File: src/rtl/idf_pkg.sv
package idf_pkg;

    // Architectural register width: every filter register is one byte.
    localparam int unsigned BYTE_W = 8;

    typedef logic [BYTE_W-1:0] byte_t;

    // The top address bit selects the register bank.
    typedef enum logic {
        BANK_CODE = 1'b0,
        BANK_MASK = 1'b1
    } bank_e;

    // A compare event that travels from the comparator to the verdict register.
    typedef struct packed {
        logic valid;
        logic hit;
    } cmp_res_t;

    // Per-byte masked equality: a set mask bit forgives a mismatch.
    function automatic logic byte_match(input byte_t id_b, input byte_t code_b, input byte_t mask_b);
        return &(~(id_b ^ code_b) | mask_b);
    endfunction

endpackage

File: src/rtl/idf_regbank.sv
module idf_regbank
    import idf_pkg::*;
#(
    parameter int unsigned NUM_BYTES = 4,
    localparam int unsigned IDX_W  = $clog2(NUM_BYTES),
    localparam int unsigned ADDR_W = IDX_W + 1
) (
    input  logic                          clk,
    input  logic                          rst,
    input  logic                          cfg_mode,
    input  logic                          wr_en,
    input  logic [ADDR_W-1:0]             addr,
    input  byte_t                         wr_data,
    output byte_t                         rd_data,
    output logic [NUM_BYTES-1:0][BYTE_W-1:0] code_q,
    output logic [NUM_BYTES-1:0][BYTE_W-1:0] mask_q
);

    bank_e            bank;
    logic [IDX_W-1:0] idx;
    logic             wr_ok;

    assign bank  = bank_e'(addr[ADDR_W-1]);
    assign idx   = addr[IDX_W-1:0];
    assign wr_ok = wr_en && cfg_mode;

    // Filter storage has no reset: contents persist until rewritten.
    for (genvar k = 0; k < NUM_BYTES; k++) begin : g_byte
        always_ff @(posedge clk) begin
            if (wr_ok && bank == BANK_CODE && idx == IDX_W'(k))
                code_q[k] <= wr_data;
        end
        always_ff @(posedge clk) begin
            if (wr_ok && bank == BANK_MASK && idx == IDX_W'(k))
                mask_q[k] <= wr_data;
        end
    end

    always_comb begin
        unique case (bank)
            BANK_CODE: rd_data = code_q[idx];
            BANK_MASK: rd_data = mask_q[idx];
            default:   rd_data = '0;
        endcase
    end

    // Locked writes must not disturb the filter.
    assert_lock_hold_R4: assert property (@(posedge clk) disable iff (rst)
        !(wr_en && cfg_mode) |=> ($stable(code_q) && $stable(mask_q)));

endmodule

File: src/rtl/idf_match.sv
module idf_match
    import idf_pkg::*;
#(
    parameter int unsigned NUM_BYTES = 4
) (
    input  logic                             clk,
    input  logic                             rst,
    input  logic [NUM_BYTES-1:0][BYTE_W-1:0] id_b,
    input  logic [NUM_BYTES-1:0][BYTE_W-1:0] code_b,
    input  logic [NUM_BYTES-1:0][BYTE_W-1:0] mask_b,
    output logic                             hit
);

    logic [NUM_BYTES-1:0] byte_hit;

    for (genvar k = 0; k < NUM_BYTES; k++) begin : g_cmp
        assign byte_hit[k] = byte_match(id_b[k], code_b[k], mask_b[k]);
    end

    assign hit = &byte_hit;

    // An all-ones mask accepts anything.
    assert_all_dont_care_R2: assert property (@(posedge clk) disable iff (rst)
        (&mask_b) |-> hit);

    // An all-zero mask demands identity.
    assert_exact_only_R1: assert property (@(posedge clk) disable iff (rst)
        (mask_b == '0) |-> (hit == (id_b == code_b)));

endmodule

File: src/rtl/idf_accept.sv
module idf_accept
    import idf_pkg::*;
(
    input  logic     clk,
    input  logic     rst,
    input  cmp_res_t res,
    output logic     accept
);

    always_ff @(posedge clk) begin
        if (rst)
            accept <= 1'b0;
        else if (res.valid)
            accept <= res.hit;
    end

    assert_hold_between_strobes_R7: assert property (@(posedge clk) disable iff (rst)
        !res.valid |=> $stable(accept));

    assert_reset_clears_R8: assert property (@(posedge clk)
        rst |=> !accept);

endmodule

File: src/rtl/id_accept_filter.sv
module id_accept_filter
    import idf_pkg::*;
#(
    parameter int unsigned NUM_BYTES = 4,
    localparam int unsigned ID_W   = NUM_BYTES * BYTE_W,
    localparam int unsigned ADDR_W = $clog2(NUM_BYTES) + 1
) (
    input  logic              clk,
    input  logic              rst,
    input  logic              cfg_mode,
    input  logic              reg_wr_en,
    input  logic [ADDR_W-1:0] reg_addr,
    input  logic [BYTE_W-1:0] reg_wdata,
    output logic [BYTE_W-1:0] reg_rdata,
    input  logic              id_valid,
    input  logic [ID_W-1:0]   id_bytes,
    output logic              accept
);

    logic [NUM_BYTES-1:0][BYTE_W-1:0] code_q;
    logic [NUM_BYTES-1:0][BYTE_W-1:0] mask_q;
    logic [NUM_BYTES-1:0][BYTE_W-1:0] id_arr;
    logic                             hit;
    cmp_res_t                         res;

    assign id_arr = id_bytes;

    idf_regbank #(.NUM_BYTES(NUM_BYTES)) u_regs (
        .clk     (clk),
        .rst     (rst),
        .cfg_mode(cfg_mode),
        .wr_en   (reg_wr_en),
        .addr    (reg_addr),
        .wr_data (reg_wdata),
        .rd_data (reg_rdata),
        .code_q  (code_q),
        .mask_q  (mask_q)
    );

    idf_match #(.NUM_BYTES(NUM_BYTES)) u_match (
        .clk   (clk),
        .rst   (rst),
        .id_b  (id_arr),
        .code_b(code_q),
        .mask_b(mask_q),
        .hit   (hit)
    );

    assign res.valid = id_valid;
    assign res.hit   = hit;

    idf_accept u_acc (
        .clk   (clk),
        .rst   (rst),
        .res   (res),
        .accept(accept)
    );

    // The verdict after a strobe is the comparator's result on the strobe edge.
    assert_verdict_follows_R3: assert property (@(posedge clk) disable iff (rst)
        id_valid |=> (accept == $past(hit)));

endmodule

File: config.mk
export PLATFORM = sky130hd
export DESIGN_NAME = id_accept_filter
export DESIGN_NICKNAME = d
export VERILOG_FILES = /design/src/rtl/idf_pkg.sv /design/src/rtl/idf_regbank.sv /design/src/rtl/idf_match.sv /design/src/rtl/idf_accept.sv /design/src/rtl/id_accept_filter.sv
export SDC_FILE = /design/constraint.sdc
export NUM_CORES = 1
export LEC_CHECK = 0
export CAP_MARGIN = 20
export CORE_MARGIN = 3
export CORE_UTILIZATION = 45
export DETAILED_ROUTE_END_ITERATION = 6
export DONT_BUFFER_PORTS = 1
export HOLD_SLACK_MARGIN = 0.15
export PLACE_DENSITY = 0.7
export REMOVE_ABC_BUFFERS = 1
export SLEW_MARGIN = 20
export SYNTH_ARGS = -nofsm -noshare
export SYNTH_HDL_FRONTEND = slang
export SYNTH_HIERARCHICAL = 1
export SYNTH_SLANG_ARGS = --single-unit
File: constraint.sdc
create_clock -name clk -period 1.8 [get_ports clk]
set_clock_uncertainty 0.15 [all_clocks]
set_input_delay 0 -clock clk [delete_from_list [all_inputs] [get_ports clk]]
set_output_delay 0 -clock clk [all_outputs]
set_load 0.01 [all_outputs]
==> results of run 1 <==
routing by layer:
layer  up-vias  part of all wire
li1        779                 -
met4         0             0.022
met3        16             0.080
met2        98              0.52
met1       844              0.37
met5         -                 0
path summary, 6_finish.rpt:
path,start,end,cells past startpoint
worst min register to register,u_acc/accept$_SDFFE_PP0P_,u_acc/accept$_SDFFE_PP0P_,2
worst max-delay path,u_regs/code_q[8]$_DFFE_PP_,reg_rdata[0],2
worst max register to register,u_regs/code_q[21]$_DFFE_PP_,u_acc/accept$_SDFFE_PP0P_,6
worst min-delay path,reg_addr[0],u_regs/mask_q[18]$_DFFE_PP_,2
area by class of cell:
class                   instances  area, um^2
multi-input cells             101        1020
fillers                       448        2620
clock inverters                 5        22.5
flip-flops and latches         65        1940
clock buffers                  11         131
repair buffers                 33         300
well taps                      75        93.8
per-stage QoR:
stage | hold WS [ps] | util | TNS, ps
floorplan | -77.6 | - | 0
global placement | -73.8 | 0.506 | -17.5
detailed placement | -71.8 | 0.506 | -20.4
CTS | -103 | 0.568 | 0
global route | -86.8 | 0.573 | -3.90
finish | -92.1 | 0.573 | 0
worst max-delay path, stage by stage (launching register included):
cell and delay (ps):
edfxtp_1 440, mux4_1 530, mux2_2 320
logic make-up (layout without fill, tap and decap cells):
family                    after synthesis  after routing  synth area share
DFF                                    65             65             0.657
xor gates and xnor gates               32             32            0.0949
AOI/OAI and AO/OA                      23             23            0.0521
muxes                                  23             23             0.139
and+or+nand+nor                        23             23            0.0432
buffers and inverters                   6             49            0.0131
flip-flops by register name, indices dropped and copies added, names as in the netlist:
signal / flops
u_regs/mask_q: 32
u_acc/accept: 1
u_regs/code_q: 32
layout by cell type (no fill, tap or decap), types with 2 or more instances in the layout:
master,instances
edfxtp_1,64
xnor2_1,29
dlygate4sd3_1,21
o22ai_1,18
buf_4,12
mux2_2,10
clkbuf_8,9
nor2_1,7
mux4_2,7
mux4_1,5
clkinv_2,3
xnor2_2,3
nor3_1,3
clkinv_1,2
clkbuf_1,2
nor4_1,2
nor4_2,2
a211oi_1,2
timing repair:
| action | CTS | global route |
|---|---|---|
| hold endpoints to repair | 133 | 51 |
| pin swaps | 0 | 6 |
| endpoints found under the setup margin | 1 | 7 |
| setup buffers | 0 | 0 |
| resized for setup | 1 | 9 |
power groups by stage:
stage	clock, mW	combinational, mW	sequential, mW
6_report	0.984	0.247	1.71
5_1_grt	1.06	0.263	1.71
4_1_cts	1.01	0.239	1.71
3_5_place_dp	0	0.182	1.74
3_3_place_gp	0	0.182	1.74
2_1_floorplan	0	0.143	1.74
cells in the mapped netlist:
library cell,count
a2111oi_0,2
nor4_1,4
nand2_1,1
mux4_2,7
edfxtp_1,64
buf_2,4
buf_4,1
xnor2_1,32
o22ai_1,18
nand3b_1,1
nor4bb_1,1
and4_1,1
and2b_1,1
nor3_1,3
dfxtp_1,1
nand2b_1,2
nor2b_1,1
o32ai_1,1
nand3_1,1
a211oi_1,2
mux2_2,10
mux4_1,5
mux2i_1,1
buf_6,1
nor2_1,7
==> results.json, run 1 <==
{
  "p_seq_frac": 0.582,
  "grt_use_total": 0.198,
  "htree_levels": 3,
  "vias_per_cell": 5.99,
  "grt_remaining_overflow": 0,
  "syn_area_um2": 2950,
  "p_total_mw": 2.94,
  "drive_gt1_frac": 0.228,
  "cp_max_fo": 2,
  "ys_seq_area_frac": 0.657,
  "grt_max_degree": 21,
  "status": "finished, violations left",
  "worstSetupPathType": "reg -> out",
  "postPlaceCellArea_um2": 3100,
  "clock.fmax_ghz": 0.562,
  "cts.sinks": 65,
  "crit_arrival_ps": 1630,
  "antenna_found_initial": 0,
  "wl_per_cell_um": 24.3,
  "grt_first_pass_wirelength_mm": 10.7,
  "clk_pin_slew_ps": 70,
  "die-area_um2": 7570,
  "ys_ff_latch": 65,
  "cts_tree": "done",
  "slew_headroom": 0.679,
  "p_comb_frac": 0.084,
  "rrSetupSlack_ps": 120,
  "yosys.area.top_type": "edfxtp_1",
  "maxCapViolations": 0,
  "hold-worst-slack_ps": -92.1,
  "switching_share": 0.212,
  "p_leak_nw": 1.12,
  "peakVddDrop_v": 0.000426,
  "grt_use_met3": 0.0501,
  "wl_mm": 7.04,
  "hold_violations": 13,
  "core-area_um2": 6130,
  "vias": 1737,
  "synthTopCellsByArea": "edfxtp_1 65%, xnor2_1 9.5%, mux4_2 5.3%",
  "cts_made_buffers": 9,
  "drcViolationCount": 0,
  "num-nets-final": 258,
  "synthCells": 172,
  "hpwl_mm": 4.93,
  "io_pins": 57,
  "start_kind": "flop",
  "start_util": 0.482,
  "required_ps": 1650,
  "synth_top_cell_area_share": 0.651,
  "drtIter0Drc": 225,
  "holdBufCountCts": 22,
  "finalSetupViolations": 0,
  "port_buffers": 0,
  "syn2layout_area_growth_pct": 18.8,
  "grt.met2_usage": 0.346,
  "cts_root_buf": "clkbuf_8",
  "place_ws_ps": -20.4,
  "synth.distinct_cells": 25,
  "fp.dieW_um": 87.0,
  "fin_ws_ps": 20.2,
  "die_h_um": 87.0,
  "clkLatencyLatePin_ps": 340,
  "diodes": 0,
  "design_area_um2": 3510,
  "gp_congestion": 0.817,
  "yosys_warnings": 6,
  "hp-class": "in -> reg",
  "dp.cells": 253,
  "drv_slew": 0,
  "rows": 28,
  "grtUsageMet1": 0.228,
  "power_density_nw_per_um2": 838,
  "dr.pass1.iters": 4,
  "busiest_layer": "met2",
  "violations": "hold timing",
  "pwr-share-clk": 0.334,
  "crit_path_end_kind": "primary output",
  "p_int_mw": 2.32,
  "p_sw_mw": 0.625,
  "syn_avg_cell_area_um2": 17.2,
  "fin_crit_sh": 0.989,
  "drtAntennaViolNets": 0,
  "cts_max_path_buffers": 2,
  "tightest_slew_ps": 479,
  "stdcell_count": 290,
  "grt_pass1_vias": 1954,
  "period_minus_slack_ps": 1780
}
No activity file was read; power rests on OpenSTA's default activity.
==> run 2: changes to the inputs <==
--- a/config.mk
+++ b/config.mk
@@ -11,7 +11,7 @@
 export DETAILED_ROUTE_END_ITERATION = 6
 export DONT_BUFFER_PORTS = 1
 export HOLD_SLACK_MARGIN = 0.15
-export PLACE_DENSITY = 0.7
+export PLACE_DENSITY = 0.58
 export REMOVE_ABC_BUFFERS = 1
 export SLEW_MARGIN = 20
 export SYNTH_ARGS = -nofsm -noshare
==> run 2 against run 1 <==
Sequential share of layout area is 0.70 points lower. Critical path depth is 3 higher. Register-to-register slack worse by 20 ps. Wire length is 5.9% higher. Cell area is 1.3% higher. The flow finishes with violations (hold timing, setup timing). Via count is 0.58% lower. Utilization is 0.73 points higher. Combinational power is 3% higher. Global-route usage is 0.83 points higher. Die area stayed put. Clock power is 0.8% higher. Largest cell class unchanged. Critical path type is now in -> reg.
==> results.json, run 2 (synthesis gave the netlist of run 1 again) <==
{
  "slew_headroom": 0.689,
  "cts_max_path_buffers": 2,
  "required_ps": 1690,
  "stdcell_count": 295,
  "io_pins": 57,
  "fp.dieW_um": 87.0,
  "p_int_mw": 2.31,
  "crit_end": "u_regs/code_q[30]$_DFFE_PP_",
  "slowest_stage": "dlygate4sd3_1",
  "rrSetupSlack_ps": 100,
  "grt_max_degree": 21,
  "cts.sinks": 65,
  "worstReg2RegStart": "u_regs/code_q[19]$_DFFE_PP_",
  "cp_cell_sequence": "dlymetal6s4s_1 > nand2_2 > dlygate4sd3_1 > nor2_1 > buf_4",
  "timing.setup.tns_ps": -150,
  "syn2layout_area_growth_pct": 20.4,
  "diodes": 0,
  "period_minus_slack_ps": 1830,
  "core-area_um2": 6130,
  "cp-startpoint": "reg_addr[1]",
  "cp.depth": 5,
  "p_comb_frac": 0.086,
  "cts_root_buf": "clkbuf_8",
  "drtAntennaViolNets": 0,
  "crit_arrival_ps": 1720,
  "start_kind": "input pin",
  "p_total_mw": 2.96,
  "cp_top_family": "buffers and inverters",
  "clk_pin_slew_ps": 60,
  "cts_tree": "done",
  "fin_crit_sh": 1.01,
  "grt_pass1_vias": 1878,
  "rows": 28,
  "worstSetupPathType": "in -> reg",
  "place_ws_ps": -59.1,
  "switching_share": 0.217,
  "drcViolationCount": 0,
  "final_common_cell": "edfxtp_1",
  "gp_congestion": 0.809,
  "p_leak_nw": 1.15,
  "dp.cells": 255,
  "wl_mm": 7.46,
  "status": "finished, violations left",
  "top_regs": "u_regs/code_q: 32 flops, u_regs/mask_q: 32 flops, u_acc/accept: 1 flops",
  "drtIter0Drc": 122,
  "hold_violations": 1,
  "final_cell_mix": "64 x edfxtp_1, 31 x xnor2_1, 24 x dlygate4sd3_1",
  "hold-worst-slack_ps": -39.4,
  "hp-class": "in -> out",
  "drv_slew": 0,
  "crit_path_end_kind": "flop",
  "multi_input_area_um2": 1010,
  "vias": 1727,
  "grt_use_total": 0.206,
  "num-nets-final": 264,
  "die_h_um": 87.0,
  "wl_per_cell_um": 25.3,
  "p_seq_frac": 0.579,
  "fin_ws_ps": -26.7,
  "p_sw_mw": 0.643,
  "die-area_um2": 7570,
  "drive_gt1_frac": 0.232,
  "power_density_nw_per_um2": 832,
  "vias_per_cell": 5.85,
  "critPathMaxStageDelay_ps": 610,
  "peakVddDrop_v": 0.000565,
  "worstReg2RegEnd": "u_acc/accept$_SDFFE_PP0P_",
  "critPathBufInv": 3,
  "hpwl_mm": 5.20,
  "start_util": 0.482,
  "rsz0062_at_grt": "true",
  "clkLatencyLatePin_ps": 340,
  "finalSetupViolations": 6,
  "antenna_found_initial": 0,
  "ff_latch_area_um2": 1940,
  "reg2reg_depth": 6,
  "cp_max_fo": 19,
  "grt_remaining_overflow": 0,
  "pwr-share-clk": 0.336,
  "port_buffers": 0,
  "htree_levels": 3,
  "dr.pass1.iters": 4,
  "tightest_slew_ps": 464,
  "clock.fmax_ghz": 0.547,
  "grt_first_pass_wirelength_mm": 11.0,
  "maxCapViolations": 0,
  "cts_made_buffers": 9,
  "fillers": 477,
  "violations": "hold timing, setup timing",
  "hp-start": "reg_addr[2]"
}
run 2: worst register-to-register path, stage by stage (launching register included):
cell and delay (ps):
edfxtp_1 390, xnor2_1 220, o22ai_1 140, nor4_1 340
and4_1 240, mux2i_1 70, nor2_1 80
run 2: worst min-delay path by stage:
stage          slack, ps                     endpoint  cells after the start
2_1_floorplan        -80    u_acc/accept$_SDFFE_PP0P_                      1
3_3_place_gp         -70    u_acc/accept$_SDFFE_PP0P_                      1
3_5_place_dp         -70    u_acc/accept$_SDFFE_PP0P_                      1
4_1_cts              -90  u_regs/code_q[21]$_DFFE_PP_                      2
5_1_grt              -40                 reg_rdata[7]                      1
6_report             -40                 reg_rdata[7]                      1
run 2: what timing repair did:
action | in CTS | in global routing
hold buffers | 21 | 4
hold endpoints to repair | 131 | 48
buffers inserted | 0 | 0
pin swaps | 0 | 2
resized for setup | 1 | 8
setup endpoints to repair | 1 | 7
run 2: layer usage:
| layer | track usage | vias to the layer above | wire (um) |
|---|---|---|---|
| met5 | 0 | - | 0 |
| met4 | 0.0765 | 0 | 138 |
| met3 | 0.0634 | 12 | 579 |
| met2 | 0.330 | 80 | 3670 |
| met1 | 0.265 | 851 | 3070 |
| li1 | - | 784 | - |
run 2: layout make-up:
class                      instances  area share
clock inverter                     5     0.00669
clock buffer                      10      0.0359
timing repair buffer              39       0.101
sequential                        65       0.546
tap                               75      0.0264
multi-input combinational        101       0.284
run 2: metrics by stage:
step                       util  area [um^2]
after floorplan               -         2920
after global placement    0.508         3110
after detailed placement  0.508         3110
after CTS                 0.568         3480
after global routing      0.580         3560
final                     0.580         3560
run 2: power by group through the flow:
| stage | Combinational [mW] | Sequential [mW] | Clock [mW] |
|---|---|---|---|
| floorplan | 0.143 | 1.74 | 0 |
| global placement | 0.186 | 1.74 | 0 |
| detailed placement | 0.185 | 1.74 | 0 |
| CTS | 0.240 | 1.71 | 1.02 |
| global route | 0.270 | 1.71 | 1.09 |
| finish | 0.254 | 1.71 | 0.992 |
==> run 3: changes to the inputs <==
--- a/config.mk
+++ b/config.mk
@@ -6,12 +6,14 @@
 export NUM_CORES = 1
 export LEC_CHECK = 0
 export CAP_MARGIN = 20
+export CELL_PAD_IN_SITES_DETAIL_PLACEMENT = 0
+export CELL_PAD_IN_SITES_GLOBAL_PLACEMENT = 1
 export CORE_MARGIN = 3
 export CORE_UTILIZATION = 45
 export DETAILED_ROUTE_END_ITERATION = 6
 export DONT_BUFFER_PORTS = 1
 export HOLD_SLACK_MARGIN = 0.15
-export PLACE_DENSITY = 0.58
+export PLACE_DENSITY = 0.68
 export REMOVE_ABC_BUFFERS = 1
 export SLEW_MARGIN = 20
 export SYNTH_ARGS = -nofsm -noshare
==> constraint.sdc (replaced) <==
create_clock -name clk -period 1.6 [get_ports clk]
set_clock_uncertainty 0.15 [all_clocks]
set_input_delay 0 -clock clk [delete_from_list [all_inputs] [get_ports clk]]
set_output_delay 0 -clock clk [all_outputs]
set_load 0.01 [all_outputs]
==> run 3 against run 2 <==
The flow still finishes with violations (hold timing, setup timing). Critical path type is now reg -> out. Global-route usage increased by 0.39 points. Sequential cell count unchanged. Utilization increased by 1.1 points. Non-clock buffer count increased by 3. Critical path depth decreased by 3. Die area unchanged. Combinational power increased by 20%. Largest power group unchanged. Via count increased by 3.6%. Worst hold slack got worse by 89 ps. Sequential share of layout area decreased by 1.0 points. Worst setup slack got worse by 78 ps. Largest cell class unchanged.
==> results.json, run 3 (synthesis gave the netlist of run 1 again) <==
{
  "final_util": 0.591,
  "slew_headroom": 0.695,
  "grt_pass1_vias": 1980,
  "required_ps": 1450,
  "drv_slew": 0,
  "drcViolationCount": 0,
  "p_leak_nw": 1.18,
  "syn2layout_area_growth_pct": 22.7,
  "stdcell_count": 297,
  "fin_ws_ps": -105,
  "period_minus_slack_ps": 1700,
  "cp_cell_sequence": "mux4_2 > mux2_4",
  "num-nets-final": 267,
  "holdPathEnd": "u_regs/mask_q[1]$_DFFE_PP_",
  "vias_per_cell": 6.03,
  "hold-worst-slack_ps": -129,
  "cts_root_buf": "clkbuf_8",
  "crit_arrival_ps": 1550,
  "grt_first_pass_wirelength_mm": 11.3,
  "crit_path_end_kind": "primary output",
  "power_density_nw_per_um2": 916,
  "hpwl_mm": 5.22,
  "dr.pass1.iters": 4,
  "rsz0062_at_grt": "true",
  "dp.cells": 256,
  "io_pins": 57,
  "slowest_stage": "mux4_2",
  "peakVddDrop_v": 0.000573,
  "die-area_um2": 7570,
  "final_common_cell": "edfxtp_1",
  "grt_use_total": 0.210,
  "start_kind": "flop",
  "worstHoldPathCells": 2,
  "wl_per_cell_um": 24.9,
  "vias": 1790,
  "gp_congestion": 0.847,
  "status": "finished, violations left",
  "rrSetupSlack_ps": -100,
  "core-area_um2": 6130,
  "maxCapViolations": 0,
  "holdBufCountCts": 15,
  "port_buffers": 0,
  "reg2reg_depth": 6,
  "critPathMaxStageDelay_ps": 480,
  "drive_gt1_frac": 0.329,
  "cp_max_fo": 2,
  "cts.sinks": 65,
  "drtAntennaViolNets": 0,
  "violations": "hold timing, setup timing",
  "hp-class": "in -> reg",
  "cts_made_buffers": 9,
  "die_h_um": 87.0,
  "clk_pin_slew_ps": 60,
  "diodes": 0,
  "finalSetupViolations": 8,
  "wl_mm": 7.41,
  "hp-start": "reg_addr[0]",
  "clock.fmax_ghz": 0.587,
  "top_regs": "u_regs/code_q: 32 flops, u_regs/mask_q: 32 flops, u_acc/accept: 1 flops",
  "cts_max_path_buffers": 2,
  "fp.dieW_um": 87.0,
  "fin_crit_sh": 1.07,
  "worstReg2RegStart": "u_regs/code_q[25]$_DFFE_PP_",
  "timing.setup.tns_ps": -533,
  "hold_violations": 23,
  "antenna_found_initial": 0,
  "start_util": 0.482,
  "htree_levels": 3,
  "grt_remaining_overflow": 0,
  "rows": 28,
  "drtIter0Drc": 160,
  "worstReg2RegEnd": "u_acc/accept$_SDFFE_PP0P_",
  "cts_tree": "done",
  "clkLatencyLatePin_ps": 330,
  "worstSetupPathType": "reg -> out",
  "tightest_slew_ps": 456,
  "final_cell_mix": "64 x edfxtp_1, 29 x xnor2_1, 27 x buf_4",
  "grt_max_degree": 21
}
[run 3: timing repair]
action | in CTS | in global routing
gates resized for setup | 26 | 7
setup buffers | 10 | 2
pin swaps | 8 | 1
endpoints found under the hold margin | 131 | 66
setup endpoints to repair | 9 | 15
[run 3: final cells by class]
type | instances | area (um^2)
Multi-Input combinational cell | 101 | 1090
Tap cell | 75 | 93.8
Timing Repair Buffer | 42 | 355
Fill cell | 457 | 2510
Clock buffer | 12 | 135
Sequential cell | 65 | 1940
Clock inverter | 2 | 7.51
[run 3: critical path, delay by kind of cell (launching register included)]
family	cells	cell delay [ps]
muxes	2	790
DFF	1	430
[run 3: per-layer routing]
metal / global-route usage / wire length, um
met1: 0.270 / 2920
met4: 0.101 / 197
met3: 0.0587 / 713
met2: 0.331 / 3580
met5: 0 / 0
[run 3: where the power goes]
group | internal (mW) | switching (mW)
logic | 0.180 | 0.126
registers | 1.91 | 0.0196
clock network | 0.536 | 0.552
[run 3: worst max-delay path by stage]
stage / start / endpoint / slack, ps
CTS: u_regs/code_q[25]$_DFFE_PP_ / reg_rdata[1] / -90
floorplan: u_regs/code_q[26]$_DFFE_PP_ / u_acc/accept$_SDFFE_PP0P_ / 210
global placement: u_regs/code_q[3]$_DFFE_PP_ / u_acc/accept$_SDFFE_PP0P_ / -210
finish: u_regs/code_q[0]$_DFFE_PP_ / reg_rdata[0] / -100
detailed placement: u_regs/code_q[3]$_DFFE_PP_ / u_acc/accept$_SDFFE_PP0P_ / -250
global route: u_regs/code_q[29]$_DFFE_PP_ / u_acc/accept$_SDFFE_PP0P_ / -230
[run 3: metrics by stage]
| step | power, mW | setup slack (ps) | instance area [um^2] | hold slack [ps] |
|---|---|---|---|---|
| after detailed placement | 2.18 | -252 | 3120 | -74.4 |
| after global routing | 3.44 | -228 | 3620 | -130 |
| after CTS | 3.33 | -92.0 | 3580 | -138 |
| after global placement | 2.17 | -212 | 3120 | -74.8 |
| after floorplan | 2.11 | 214 | 2920 | -77.6 |
| final | 3.32 | -105 | 3620 | -129 |
